### src/rtl/spi_word_pkg.sv
package spi_word_pkg;

  typedef enum logic [1:0] {
    FR_IDLE     = 2'd0,
    FR_WAIT_SCK = 2'd1,
    FR_ACTIVE   = 2'd2
  } frame_state_e;

endpackage

### src/rtl/spi_word_sync.sv
module spi_word_sync #(
  parameter int              W       = 3,
  parameter int              STAGES  = 2,
  parameter logic [W-1:0]    RST_VAL = '0
) (
  input  logic         clk,
  input  logic         rst_n,
  input  logic [W-1:0] d_i,
  output logic [W-1:0] q_o
);

  logic [W-1:0] stage_q [STAGES];

  generate
    for (genvar s = 0; s < STAGES; s++) begin : g_stage
      if (s == 0) begin : g_first
        always_ff @(posedge clk) begin
          if (!rst_n) stage_q[s] <= RST_VAL;
          else        stage_q[s] <= d_i;
        end
      end else begin : g_next
        always_ff @(posedge clk) begin
          if (!rst_n) stage_q[s] <= RST_VAL;
          else        stage_q[s] <= stage_q[s-1];
        end
      end
    end
  endgenerate

  assign q_o = stage_q[STAGES-1];

endmodule

### src/rtl/spi_word_frame.sv
module spi_word_frame
  import spi_word_pkg::*;
(
  input  logic clk,
  input  logic rst_n,
  input  logic sck_s_i,
  input  logic csn_s_i,
  output logic hold_o,
  output logic sample_o,
  output logic shift_o
);

  frame_state_e state_q, state_d;
  logic         sck_d_q;
  logic         active;

  always_ff @(posedge clk) begin
    if (!rst_n) begin
      state_q <= FR_IDLE;
      sck_d_q <= 1'b1;
    end else begin
      state_q <= state_d;
      sck_d_q <= sck_s_i;
    end
  end

  always_comb begin
    state_d = state_q;
    case (state_q)
      FR_IDLE:     if (!csn_s_i) state_d = FR_WAIT_SCK;
      FR_WAIT_SCK: if (csn_s_i) state_d = FR_IDLE;
                   else if (sck_s_i) state_d = FR_ACTIVE;
      FR_ACTIVE:   if (csn_s_i) state_d = FR_IDLE;
      default:     state_d = FR_IDLE;
    endcase
  end

  // Framing is live only in ACTIVE and only while select is still low,
  // so a release cuts off the very edge it coincides with.
  assign active   = (state_q == FR_ACTIVE) && !csn_s_i;
  assign hold_o   = !active;
  assign sample_o = active &&  sck_s_i && !sck_d_q;
  assign shift_o  = active && !sck_s_i &&  sck_d_q;

  // framing is entered only after SCLK was seen high with select low
  a_r3_enter_on_idle_sck: assert property (@(posedge clk) disable iff (!rst_n)
    $rose(state_q == FR_ACTIVE) |-> $past(sck_s_i && !csn_s_i));

  // a select release always drops back to idle
  a_r4_release_to_idle: assert property (@(posedge clk) disable iff (!rst_n)
    csn_s_i |=> (state_q == FR_IDLE));

endmodule

### src/rtl/spi_word_rx.sv
module spi_word_rx #(
  parameter int W = 32
) (
  input  logic         clk,
  input  logic         rst_n,
  input  logic         hold_i,
  input  logic         sample_i,
  input  logic         mosi_i,
  output logic [W-1:0] rx_data_o,
  output logic         rx_valid_o
);

  localparam int           CW   = $clog2(W);
  localparam logic [CW-1:0] LAST = CW'(W - 1);

  logic [W-1:0]  shreg_q;
  logic [CW-1:0] cnt_q;
  logic [W-1:0]  next_word;

  assign next_word = {shreg_q[W-2:0], mosi_i};

  always_ff @(posedge clk) begin
    if (!rst_n) begin
      shreg_q    <= '0;
      cnt_q      <= '0;
      rx_data_o  <= '0;
      rx_valid_o <= 1'b0;
    end else begin
      rx_valid_o <= 1'b0;
      if (hold_i) begin
        shreg_q <= '0;
        cnt_q   <= '0;
      end else if (sample_i) begin
        shreg_q <= next_word;
        if (cnt_q == LAST) begin
          cnt_q      <= '0;
          rx_data_o  <= next_word;
          rx_valid_o <= 1'b1;
        end else begin
          cnt_q <= cnt_q + 1'b1;
        end
      end
    end
  end

  // partial bits are dropped and the count restarts during hold
  a_r4_count_cleared: assert property (@(posedge clk) disable iff (!rst_n)
    hold_i |=> (cnt_q == '0));

  // the word strobe lasts one cycle
  a_r2_single_pulse: assert property (@(posedge clk) disable iff (!rst_n)
    rx_valid_o |=> !rx_valid_o);

  // a strobe only follows a live sampling edge
  a_r4_valid_from_edge: assert property (@(posedge clk) disable iff (!rst_n)
    rx_valid_o |-> $past(sample_i && !hold_i));

  // the output word only moves with its strobe
  a_r9_data_held: assert property (@(posedge clk) disable iff (!rst_n)
    !rx_valid_o |-> $stable(rx_data_o));

endmodule

### src/rtl/spi_word_tx.sv
module spi_word_tx #(
  parameter int W = 32
) (
  input  logic         clk,
  input  logic         rst_n,
  input  logic         hold_i,
  input  logic         shift_i,
  input  logic [W-1:0] tx_data_i,
  input  logic         tx_valid_i,
  output logic         tx_ready_o,
  output logic         miso_o
);

  localparam int            CW     = $clog2(W);
  localparam logic [CW-1:0] LAST   = CW'(W - 1);
  localparam logic [W-1:0]  FILLER = '1;

  logic [W-1:0]  pending_q;
  logic [W-1:0]  pending_rev;
  logic [W-1:0]  shreg_q;
  logic [CW-1:0] cnt_q;
  logic          load_now;

  // Reverse the user word so the serializer always shifts out bit 0
  generate
    for (genvar i = 0; i < W; i++) begin : g_rev
      assign pending_rev[i] = pending_q[W-1-i];
    end
  endgenerate

  assign tx_ready_o = (pending_q == FILLER);
  assign load_now   = shift_i && !hold_i && (cnt_q == LAST);

  always_ff @(posedge clk) begin
    if (!rst_n) begin
      shreg_q <= FILLER;
      cnt_q   <= '0;
      miso_o  <= 1'b1;
    end else if (hold_i) begin
      shreg_q <= FILLER;
      cnt_q   <= '0;
      miso_o  <= 1'b1;
    end else if (shift_i) begin
      miso_o <= shreg_q[0];
      if (cnt_q == LAST) begin
        cnt_q   <= '0;
        shreg_q <= pending_rev;
      end else begin
        cnt_q   <= cnt_q + 1'b1;
        shreg_q <= {1'b1, shreg_q[W-1:1]};
      end
    end
  end

  always_ff @(posedge clk) begin
    if (!rst_n) begin
      pending_q <= FILLER;
    end else begin
      if (load_now) pending_q <= FILLER;
      if (tx_valid_i && tx_ready_o) pending_q <= tx_data_i;
    end
  end

  // hold leaves the serializer cleared to filler with MISO high
  a_r5_filler_reload: assert property (@(posedge clk) disable iff (!rst_n)
    hold_i |=> (miso_o && (&shreg_q) && (cnt_q == '0)));

  // a held pending word survives until the serializer takes it
  a_r7_pending_kept: assert property (@(posedge clk) disable iff (!rst_n)
    (!tx_ready_o && !load_now) |=> $stable(pending_q));

  // accepting a real word closes the slot
  a_r7_ready_drops: assert property (@(posedge clk) disable iff (!rst_n)
    (tx_valid_i && tx_ready_o && !(&tx_data_i)) |=> !tx_ready_o);

  // MISO only moves on a falling SCLK edge or on hold
  a_r8_miso_on_fall: assert property (@(posedge clk) disable iff (!rst_n)
    (!shift_i && !hold_i) |=> $stable(miso_o));

endmodule

### src/rtl/spi_word_slave.sv
module spi_word_slave #(
  parameter int WORD_W      = 32,
  parameter int SYNC_STAGES = 2
) (
  input  logic              clk,
  input  logic              rst_n,
  input  logic              spi_sck_i,
  input  logic              spi_csn_i,
  input  logic              spi_mosi_i,
  output logic              spi_miso_o,
  output logic [WORD_W-1:0] rx_data_o,
  output logic              rx_valid_o,
  input  logic [WORD_W-1:0] tx_data_i,
  input  logic              tx_valid_i,
  output logic              tx_ready_o
);

  localparam int PIN_W = 3;

  logic [PIN_W-1:0] pins_s;
  logic             sck_s, csn_s, mosi_s;
  logic             hold, sample, shift;

  spi_word_sync #(
    .W       (PIN_W),
    .STAGES  (SYNC_STAGES),
    .RST_VAL (3'b110)
  ) u_sync (
    .clk   (clk),
    .rst_n (rst_n),
    .d_i   ({spi_sck_i, spi_csn_i, spi_mosi_i}),
    .q_o   (pins_s)
  );

  assign {sck_s, csn_s, mosi_s} = pins_s;

  spi_word_frame u_frame (
    .clk      (clk),
    .rst_n    (rst_n),
    .sck_s_i  (sck_s),
    .csn_s_i  (csn_s),
    .hold_o   (hold),
    .sample_o (sample),
    .shift_o  (shift)
  );

  spi_word_rx #(.W(WORD_W)) u_rx (
    .clk        (clk),
    .rst_n      (rst_n),
    .hold_i     (hold),
    .sample_i   (sample),
    .mosi_i     (mosi_s),
    .rx_data_o  (rx_data_o),
    .rx_valid_o (rx_valid_o)
  );

  spi_word_tx #(.W(WORD_W)) u_tx (
    .clk        (clk),
    .rst_n      (rst_n),
    .hold_i     (hold),
    .shift_i    (shift),
    .tx_data_i  (tx_data_i),
    .tx_valid_i (tx_valid_i),
    .tx_ready_o (tx_ready_o),
    .miso_o     (spi_miso_o)
  );

  // MISO is high once a raised select has crossed the synchroniser
  a_r6_miso_idle_high: assert property (@(posedge clk) disable iff (!rst_n)
    $past(spi_csn_i, 3) |-> spi_miso_o);

endmodule

### config.mk
export PLATFORM = sky130hd
export DESIGN_NAME = spi_word_slave
export DESIGN_NICKNAME = d
export VERILOG_FILES = /design/src/rtl/spi_word_pkg.sv /design/src/rtl/spi_word_sync.sv /design/src/rtl/spi_word_frame.sv /design/src/rtl/spi_word_rx.sv /design/src/rtl/spi_word_tx.sv /design/src/rtl/spi_word_slave.sv
export SDC_FILE = /design/constraint.sdc
export NUM_CORES = 1
export LEC_CHECK = 0
export BUFFER_PORTS_ARGS = -buffer_cell sky130_fd_sc_hd__buf_2
export CAP_MARGIN = 10
export CORE_MARGIN = 4
export CORE_UTILIZATION = 30
export CTS_CLUSTER_SIZE = 30
export DETAILED_ROUTE_END_ITERATION = 8
export PLACE_DENSITY = 0.49
export SLEW_MARGIN = 20
export SYNTH_ARGS = -nofsm -noshare
export SYNTH_HDL_FRONTEND = slang
export SYNTH_SLANG_ARGS = --single-unit
### constraint.sdc
create_clock -name clk -period 1.85 [get_ports clk]
set_input_delay 0.185 -clock clk [delete_from_list [all_inputs] [get_ports clk]]
set_output_delay 0.185 -clock clk [all_outputs]
set_load 0.02 [all_outputs]
# Yosys cells after proc, flatten, opt, wreduce, memory -nomap -nowiden
# Memory sizes are Yosys's and may differ from the RTL's.
# Index checks and enable logic that the tools add are counted.
[totals]
output_inout_bits = 35
mem_count = 1
word_cells = 55
reg_bits = 142
mem_bits_rw = 6
in_bits = 38
[mem_list]
columns = ["memory", "words", "width", "rd", "rd_ports_with_merged_regs", "write_ports", "line", "rtl"]
rows = [
  ["u_sync.stage_q", 2, 3, 2, 0, 2, "spi_word_sync.sv:12", "logic [W-1:0] stage_q [STAGES];"],
]
[classes]
n_addsub = 2
muxes = 15
eq_ne = 8
reduce_logical = 17
n_bitwise = 2
[op_table]
columns = ["cell", "count"]
rows = [
  ["$mux W32", 3],
  ["$eq A32 B32 Y1 const B", 1],
  ["$add A5 B1 Y5 const B", 2],
  ["$eq A5 B5 Y1 const B", 2],
  ["$mux W5", 2],
  ["$reduce_and A3 Y1", 3],
  ["$logic_and A1 B1 Y1", 8],
  ["$mux W2", 4],
  ["$mux W3", 2],
  ["$pmux W2 S3", 1],
  ["$ne A2 B2 Y1 const B", 2],
  ["$logic_not A1 Y1", 3],
  ["$mux W1", 3],
  ["$ne A3 B3 Y1 const B", 1],
  ["$eq A2 B1 Y1 const B", 1],
  ["$eq A2 B2 Y1 const B", 1],
  ["$logic_not A2 Y1", 1],
  ["$or A1 B1 Y1", 2],
  ["$reduce_and A2 Y1", 1],
  ["$reduce_bool A2 Y1", 1],
]

# Logic depth before layout (Yosys ltp)
# Gate-level depths: netlist of run 1.
[depth]
depth_word = 8
mapped_depth = 9
mapped_depth_nobuf = 7

# By module
# A second synthesis of run 1 with hierarchy kept.
[hier_totals]
cells_unflattened = 581
hier_area_um2 = 5614.1
[by_module_without_submodules]
columns = ["mod", "cells_each", "n_inst", "area_per_inst_um2", "seq_area_each_um2"]
rows = [
  ["spi_word_tx", 288, 1, 2773.9, 1401.3],
  ["spi_word_rx", 269, 1, 2546.2, 1381.3],
  ["spi_word_sync", 12, 1, 157.7, 120.1],
  ["spi_word_frame", 12, 1, 136.4, 60.1],
]

# Worst setup path before layout of run 1
# No wires, ideal clock.
[synth_path]
path_kind = "reg-to-reg"
start = "register u_tx.cnt_q[0]"
end = "register u_tx.shreg_q[10]"
slack_ns = -0.166
required_ns = 1.709
path_stages_with_launch = 8
synth_period_minus_slack_ns = 2.016
setup_ns = 0.141
arrival_ns = 1.874
n_path_buf = 2
path_cell_list = "dfxtp_1 ha_1 and3_1 ha_1 clkbuf_1 clkbuf_1 mux2i_1 o211ai_1"
[synth_between]
elab_chain_len = 2
[synth_rtl]
columns = ["item", "line", "rtl"]
rows = [
  ["start, declared", "spi_word_tx.sv:21", "logic [CW-1:0] cnt_q;"],
  ["start signal, assigned", "spi_word_tx.sv:49", "cnt_q <= cnt_q + 1'b1;"],
  ["$eq A5 B5 Y1", "spi_word_tx.sv:45", "if (cnt_q == LAST) begin"],
  ["$mux W32", "spi_word_tx.sv:45", ""],
  ["end signal, assigned", "spi_word_tx.sv:47", "shreg_q <= pending_rev;"],
  ["end signal, assigned", "spi_word_tx.sv:50", "shreg_q <= {1'b1, shreg_q[W-1:1]};"],
  ["end, declared", "spi_word_tx.sv:20", "logic [W-1:0] shreg_q;"],
]
# No other way between the ends.
# A chain may end at the register's enable or synchronous reset.

# Worst setup path in the final report of run 1
[layout_path]
start = "register u_tx.pending_q[25]"
end = "output tx_ready_o"
[layout_between]
elab_chain_len = 1
[layout_rtl]
columns = ["item", "line", "rtl"]
rows = [
  ["start, declared", "spi_word_tx.sv:18", "logic [W-1:0] pending_q;"],
  ["start signal, assigned", "spi_word_tx.sv:60", "if (tx_valid_i && tx_ready_o) pending_q <= tx_data_i;"],
  ["$eq A32 B32 Y1", "spi_word_tx.sv:31", "assign tx_ready_o = (pending_q == FILLER);"],
  ["end, declared", "spi_word_slave.sv:15", "output logic tx_ready_o"],
]
# No other way between the ends.

==> results of run 1 <==
## layer usage
layer  up-vias  GRT usage (%)  routed length [um]
li1       2284              -                   -
met4         0          4.652                 187
met1      2110          14.90                5638
met2        85          20.18                5698
met5         -              0                   0
met3        16          3.048                 453
## layout by cell type, fill, tap and decap left out, types with 18 or more instances in the layout
| cell type | netlist | final |
|---|---|---|
| a21boi_0 | 20 | 20 |
| a21oi_1 | 42 | 40 |
| dlygate4sd3_1 | 0 | 35 |
| o22a_1 | 32 | 32 |
| o211ai_1 | 31 | 31 |
| nand2_1 | 167 | 167 |
| clkbuf_16 | 0 | 18 |
| dfxtp_1 | 148 | 135 |
| mux2i_1 | 31 | 31 |
| buf_2 | 6 | 71 |
| buf_4 | 0 | 25 |
## where the power goes
part / leakage, nW / switching, mW / internal [mW]
combinational: 1.32 / 0.345 / 0.517
sequential: 1.20 / 0.126 / 3.35
clock: 0.269 / 1.35 / 1.90
total: 2.78 / 1.82 / 5.77
## cell families after synthesis
group                      count (synthesis)  synth area share [%]
and+or+nand+nor                          217                 17.08
DFF                                      148                 54.30
AOI/OAI and AO/OA                        146                 18.64
buffers and inverters                     47                 3.371
muxes                                     31                 5.687
adders and majority gates                  4                0.9173
## registers in the layout (all words and copies together) (netlist names)
name,cells
u_frame.state_q,2
u_sync.stage_q,6
u_frame.sck_d_q,1
u_rx.shreg_q,31
u_tx.miso_o,1
u_tx.shreg_q,32
u_tx.pending_q,32
u_tx.cnt_q,5
u_rx.rx_data_o,32
u_rx.cnt_q,5
u_rx.rx_valid_o,1
## final timing paths
check	startpoint	to	slack, ps	depth (start not counted)
hold / removal	rst_n	u_frame.state_q[1]	180	3
setup reg to reg	u_sync.stage_q[1][1]	u_tx.cnt_q[3]	80	4
hold reg to reg	u_sync.stage_q[0][2]	u_sync.stage_q[1][2]	410	1
setup / recovery	u_tx.pending_q[25]	tx_ready_o	50	5
## stage by stage
| stage | std cells | total power [mW] | area, um2 |
|---|---|---|---|
| 3_5_place_dp | 874 | 4.178 | 6192 |
| 6_report | 947 | 7.583 | 7268 |
| 2_1_floorplan | 593 | 3.900 | 5509 |
| 5_1_grt | 947 | 7.928 | 7268 |
| 4_1_cts | 940 | 7.607 | 7133 |
| 3_3_place_gp | 874 | 4.161 | 6192 |
## layout make-up
class	count	area, um2	share of cell area (%)
sequential	148	2984	41.06
multi-input combinational	398	2394	32.93
timing repair buffer	139	1032	14.20
clock buffer	19	442.9	6.094
tap	229	286.5	3.942
clock inverter	12	121.4	1.670
inverter	2	7.507	0.1033
## worst max-delay path, stage by stage, from the launching register on
cell and delay [ps]:
dfxtp_4 360, nand4_1 110, nor4_2 320, buf_4 170, and2_4 130, buf_6 110
## timing repair
item / CTS / global route
gates resized for setup: 10 / 22
buffers inserted: 0 / 6
cloned: 0 / 1
setup endpoints to repair: 69 / 99
hold buffers: 35 / 0
pin swaps: 2 / 2
hold endpoints to repair: 35 / 0
==> reports/results.tsv, run 1 <==
stage	metric	value	unit
sta	slew_headroom	46.24	%
layout	syn_to_final_growth	33.20	%
flow_run	cap_violations	0	
global_route	grt_pass1_vias	4331	
logic_synthesis	yosys.cell_types.count	32	
route	num_vias	4495	
setup_path	crit_path_end_kind	output port	
die	core_area	17900	um2
clocking	cts_tree	built	
sta	hold_viol_final	0	
route	wire_per_inst	12.65	um
worst_hold_path	hold_class	input pin to flop	
die	dieWidth	142.9	um
logic_synthesis	syn_area_per_cell	9.201	um2
route	route.detailed.drc	0	
sta	report.final.slew_viol_count	0	
layout	fin_nets	748	
logic_synthesis	synth.most_common_cell	nand2_1	
sta	fmax	0.5557	GHz
global_route	antenna_found_initial	0	
logic_synthesis	synthArstFlopShare	0	%
sta	final.period_utilization	97.27	%
layout	drive_gt1_share	23.12	%
route	firstDrtPassIters	4	
power	leakage	2.783	nW
logic_synthesis	netlist.area_leader.share	54.30	%
sta	final-setup-viol-count	0	
layout	fillCellCount	1778	
layout	finish.utilization	40.60	%
layout	antenna_cells	0	
outcome	status	finished, final reports clean	
logic_synthesis	netlist_area	5456	um2
route	wl	11.98	mm
clocking	cts_buffers	17	
clocking	cts_buffer_depth	2	
power	ir_worst_vdd	0.9456	mV
logic_synthesis	ys_top_cells_by_count	nand2_1 (167), dfxtp_1 (148), a21oi_1 (42)	
setup_path	arrival	1610	ps
clocking	cts-root-buf	clkbuf_16	
sta	rsz0062_at_grt	true	
sta	setup_ws	50.45	ps
place	port-buffer-count	72	
die	io_pins	73	
die	die_h	142.9	um
setup_path	worstPathRequired	1660	ps
power	powerDensity	1043	nW/um2
setup_path	crit_path_start_kind	flop	
logic_synthesis	ys_warn_count	0	
setup_path	crit_fanout	3	
logic_synthesis	ys.flop_type	dfxtp_1	
route	via_per_inst	4.747	
die	placementRows	49	
clocking	cts_max_level	4	
sta	worst_pin_slew	806.5	ps
sta	hold_ws	183.6	ps
clocking	path_clk_slew	60	ps
place	post-place-ws	-68.79	ps
logic_synthesis	syn_nets	635	
logic_synthesis	synthTopCellsByArea	dfxtp_1 (54%), nand2_1 (11%), mux2i_1 (5.7%)	
logic_synthesis	yosysSeqAreaShare	54.30	%
logic_synthesis	synth_cells	593	
logic_synthesis	synth_edf_count	0	
sta	fin_tns_setup	0	ps
route	drtAntennaViolNets	0	
place	gp_congestion	0.7154	
sta	period_minus_slack	1800	ps
global_route	grt_pass1_wl	20.14	mm
die	start_util	30.48	%
global_route	grt_overflow	0	
global_route	grt_max_degree	42	
clocking	clock_latency	420	ps
clocking	clkSinkCount	148	
logic_synthesis	yosysTopAreaCell	dfxtp_1	
die	dieArea	20410	um2
place	hpwl	8.064	mm
logic_synthesis	ys_seq_elements	148	
route	drt_iter0_drc	168	
setup_path	critPathKind	flop to output port	
global_route	track_usage	12.04	%
sta	skew	9.199	ps
(Power assumes the default switching activity.)
==> inputs of run 2 (changes only) <==
--- a/config.mk
+++ b/config.mk
@@ -11,6 +11,7 @@
 export CORE_UTILIZATION = 30
 export CTS_CLUSTER_SIZE = 30
 export DETAILED_ROUTE_END_ITERATION = 8
+export GPL_TIMING_DRIVEN = 0
 export PLACE_DENSITY = 0.49
 export SLEW_MARGIN = 20
 export SYNTH_ARGS = -nofsm -noshare
==> reports/results.tsv, run 2 (synthesis gave the netlist of run 1 again) <==
stage	metric	value	unit	change
setup_path	ff2ff_setup_slack	-110	ps	was 80 ps
route	route.detailed.drc	0		unchanged
clocking	cts_max_level	4		unchanged
layout	syn_to_final_growth	39.03	%	was 33.20%
clocking	cts_buffer_depth	2		unchanged
sta	rsz0062_at_grt	true		unchanged
layout	layout_commonest_cell	nand2_1		unchanged
setup_path	max_stage_delay	460	ps	was 360 ps
setup_path	rr_endpoint	u_rx.rx_data_o[18]		was u_tx.cnt_q[3]
place	hpwl	9.244	mm	was 8.064 mm
global_route	antenna_found_initial	0		unchanged
worst_hold_path	hold_class	input pin to flop		unchanged
place	gp_congestion	0.7223		was 0.7154
die	dieArea	20410	um2	unchanged
sta	slew_headroom	58.13	%	was 46.24%
route	wire_per_inst	13.60	um	was 12.65 um
setup_path	endpoint	u_rx.rx_data_o[18]		was tx_ready_o
clocking	cts_buffers	17		unchanged
place	placed_area	6156	um2	was 6192 um2
setup_path	cp_common_cell	buf_6		
die	dieWidth	142.9	um	unchanged
outcome	status	finished, violations left		was finished, final reports clean
route	firstDrtPassIters	4		unchanged
clocking	clkSinkCount	148		unchanged
route	drtAntennaViolNets	0		unchanged
setup_path	worstPathRequired	2150	ps	was 1660 ps
setup_path	worstRegToRegCells	8		was 4
setup_path	crit_path_start_kind	flop		unchanged
setup_path	crit_path_end_kind	flop		was output port
worst_hold_path	worstHoldStart	tx_valid_i		was rst_n
layout	reg_top3	u_rx.rx_data_o: 32 flops, u_tx.pending_q: 32 flops, u_tx.shreg_q: 32 flops		unchanged
clocking	cts_tree	built		unchanged
place	post-place-ws	-584.8	ps	was -68.79 ps
setup_path	crit_fanout	6		was 3
setup_path	path_depth	8		was 5
layout	postLayoutCellArea	7586	um2	was 7268 um2
setup_path	critPathKind	flop to flop		was flop to output port
sta	hold_viol_final	0		unchanged
clocking	path_clk_slew	60	ps	about the same
die	start_util	30.48	%	unchanged
die	placementRows	49		unchanged
sta	worst_pin_slew	626.8	ps	was 806.5 ps
global_route	grt_max_degree	17		was 42
route	drt_iter0_drc	162		was 168
route	wl	13.22	mm	was 11.98 mm
power	leakage	2.924	nW	was 2.783 nW
global_route	grt_overflow	0		unchanged
sta	final.period_utilization	106.1	%	was 97.27%
outcome	violations	setup timing		
setup_path	critPathLaunch	u_frame.state_q[1]		was u_tx.pending_q[25]
layout	fin_nets	773		was 748
die	core_area	17900	um2	unchanged
global_route	grt_pass1_wl	21.60	mm	was 20.14 mm
sta	report.final.slew_viol_count	0		unchanged
sta	fmax	0.5096	GHz	was 0.5557 GHz
die	io_pins	73		unchanged
route	num_vias	4672		was 4495
sta	final-setup-viol-count	81		was 0
layout	antenna_cells	0		unchanged
power	ir_worst_vdd	0.8371	mV	was 0.9456 mV
power	powerDensity	1011	nW/um2	was 1043 nW/um2
sta	setup_ws	-112.5	ps	was 50.45 ps
global_route	track_usage	13.03	%	was 12.04%
setup_path	cp_num_buf_inv	4		was 2
setup_path	arrival	2260	ps	was 1610 ps
global_route	grt_pass1_vias	4539		was 4331
setup_path	critPathTopFamily	simple AND/OR/NAND/NOR gates		unchanged
route	via_per_inst	4.807		was 4.747
setup_path	worstPathCellList	or3b_1 -> buf_6 -> buf_4 -> buf_6 -> or3_4 -> clkbuf_16 -> nand2_2 -> a21boi_1		was nand4_1 -> nor4_2 -> buf_4 -> and2_4 -> buf_6
sta	skew	8.741	ps	was 9.199 ps
clocking	cts-root-buf	clkbuf_16		unchanged
sta	period_minus_slack	1962	ps	was 1800 ps
setup_path	r2r_start	u_frame.state_q[1]		was u_sync.stage_q[1][1]
place	port-buffer-count	72		unchanged
flow_run	cap_violations	0		unchanged
layout	finish.utilization	42.37	%	was 40.60%
die	die_h	142.9	um	unchanged
setup_path	cp_slowest_cell	or3_4		was dfxtp_4
layout	drive_gt1_share	26.92	%	was 23.12%
clocking	clock_latency	410	ps	was 420 ps
layout	final_cell_mix	nand2_1 (148), dfxtp_1 (131), buf_2 (75), a21oi_1 (39), dlygate4sd3_1 (35)		was nand2_1 (167), dfxtp_1 (135), buf_2 (71), a21oi_1 (40), dlygate4sd3_1 (35)
-- run 2: changes by cell type in the layout (fill, tap and decap cells not counted), moves of 6 or more --
cell	change
nand2_1	-19
clkbuf_1	+18
buf_4	-7
a21boi_0	-18
nand2_2	+17
buf_6	+6
a21boi_1	+14
-- run 2: through the flow --
step / cells / setup TNS [ps] / power, mW / hold WS, ps
after floorplan: 593 / -4721 / 3.900 / 286.5
after global placement: 894 / -33860 / 4.108 / 383.7
after detailed placement: 894 / -40260 / 4.133 / 381.4
after CTS: 961 / -4422 / 7.734 / 199.0
after global routing: 972 / -13640 / 7.987 / 254.7
final: 972 / -5786 / 7.667 / 230.3
-- run 2: tightest hold or removal path, stage by stage --
cell and delay (ps):
buf_2 100, nand4_1 160, o22a_1 160
-- run 2: worst min-delay path by stage --
stage / to / slack (ps) / depth (start not counted)
2_1_floorplan: u_sync.stage_q[0][1] / 290 / 1
3_3_place_gp: u_sync.stage_q[0][2] / 380 / 2
3_5_place_dp: u_sync.stage_q[0][2] / 380 / 2
4_1_cts: u_frame.state_q[0] / 200 / 3
5_1_grt: u_tx.pending_q[31] / 250 / 3
6_report: u_tx.pending_q[0] / 230 / 3
-- run 2: per-layer routing --
layer	vias to the layer above	track usage [%]	routed length, um
li1	2347	-	-
met1	2225	16.00	5908
met2	89	22.45	6573
met3	11	3.315	580
met4	0	4.052	153
met5	-	0	0
-- run 2: timing repair --
item,CTS,global route
endpoints found under the hold margin,35,0
gates cloned,0,3
gates resized for setup,47,104
pin swaps,3,36
setup buffers,4,9
endpoints found under the setup margin,135,112
hold buffers,35,0
-- run 2: cell type report --
class,count,area [um2]
inverters,2,7.507
flip-flops and latches,148,2989
clock inverters,9,128.9
clock buffers,22,464.2
multi-input cells,398,2496
well taps,229,286.5
fillers,1769,10320
repair buffers,123,910.9
plain buffers,41,302.8
-- run 2: power by group --
| group | total, mW | switching [mW] | internal, mW |
|---|---|---|---|
| clock network | 3.45 | 1.27 | 2.18 |
| registers | 3.48 | 0.127 | 3.35 |
| logic | 0.746 | 0.338 | 0.409 |
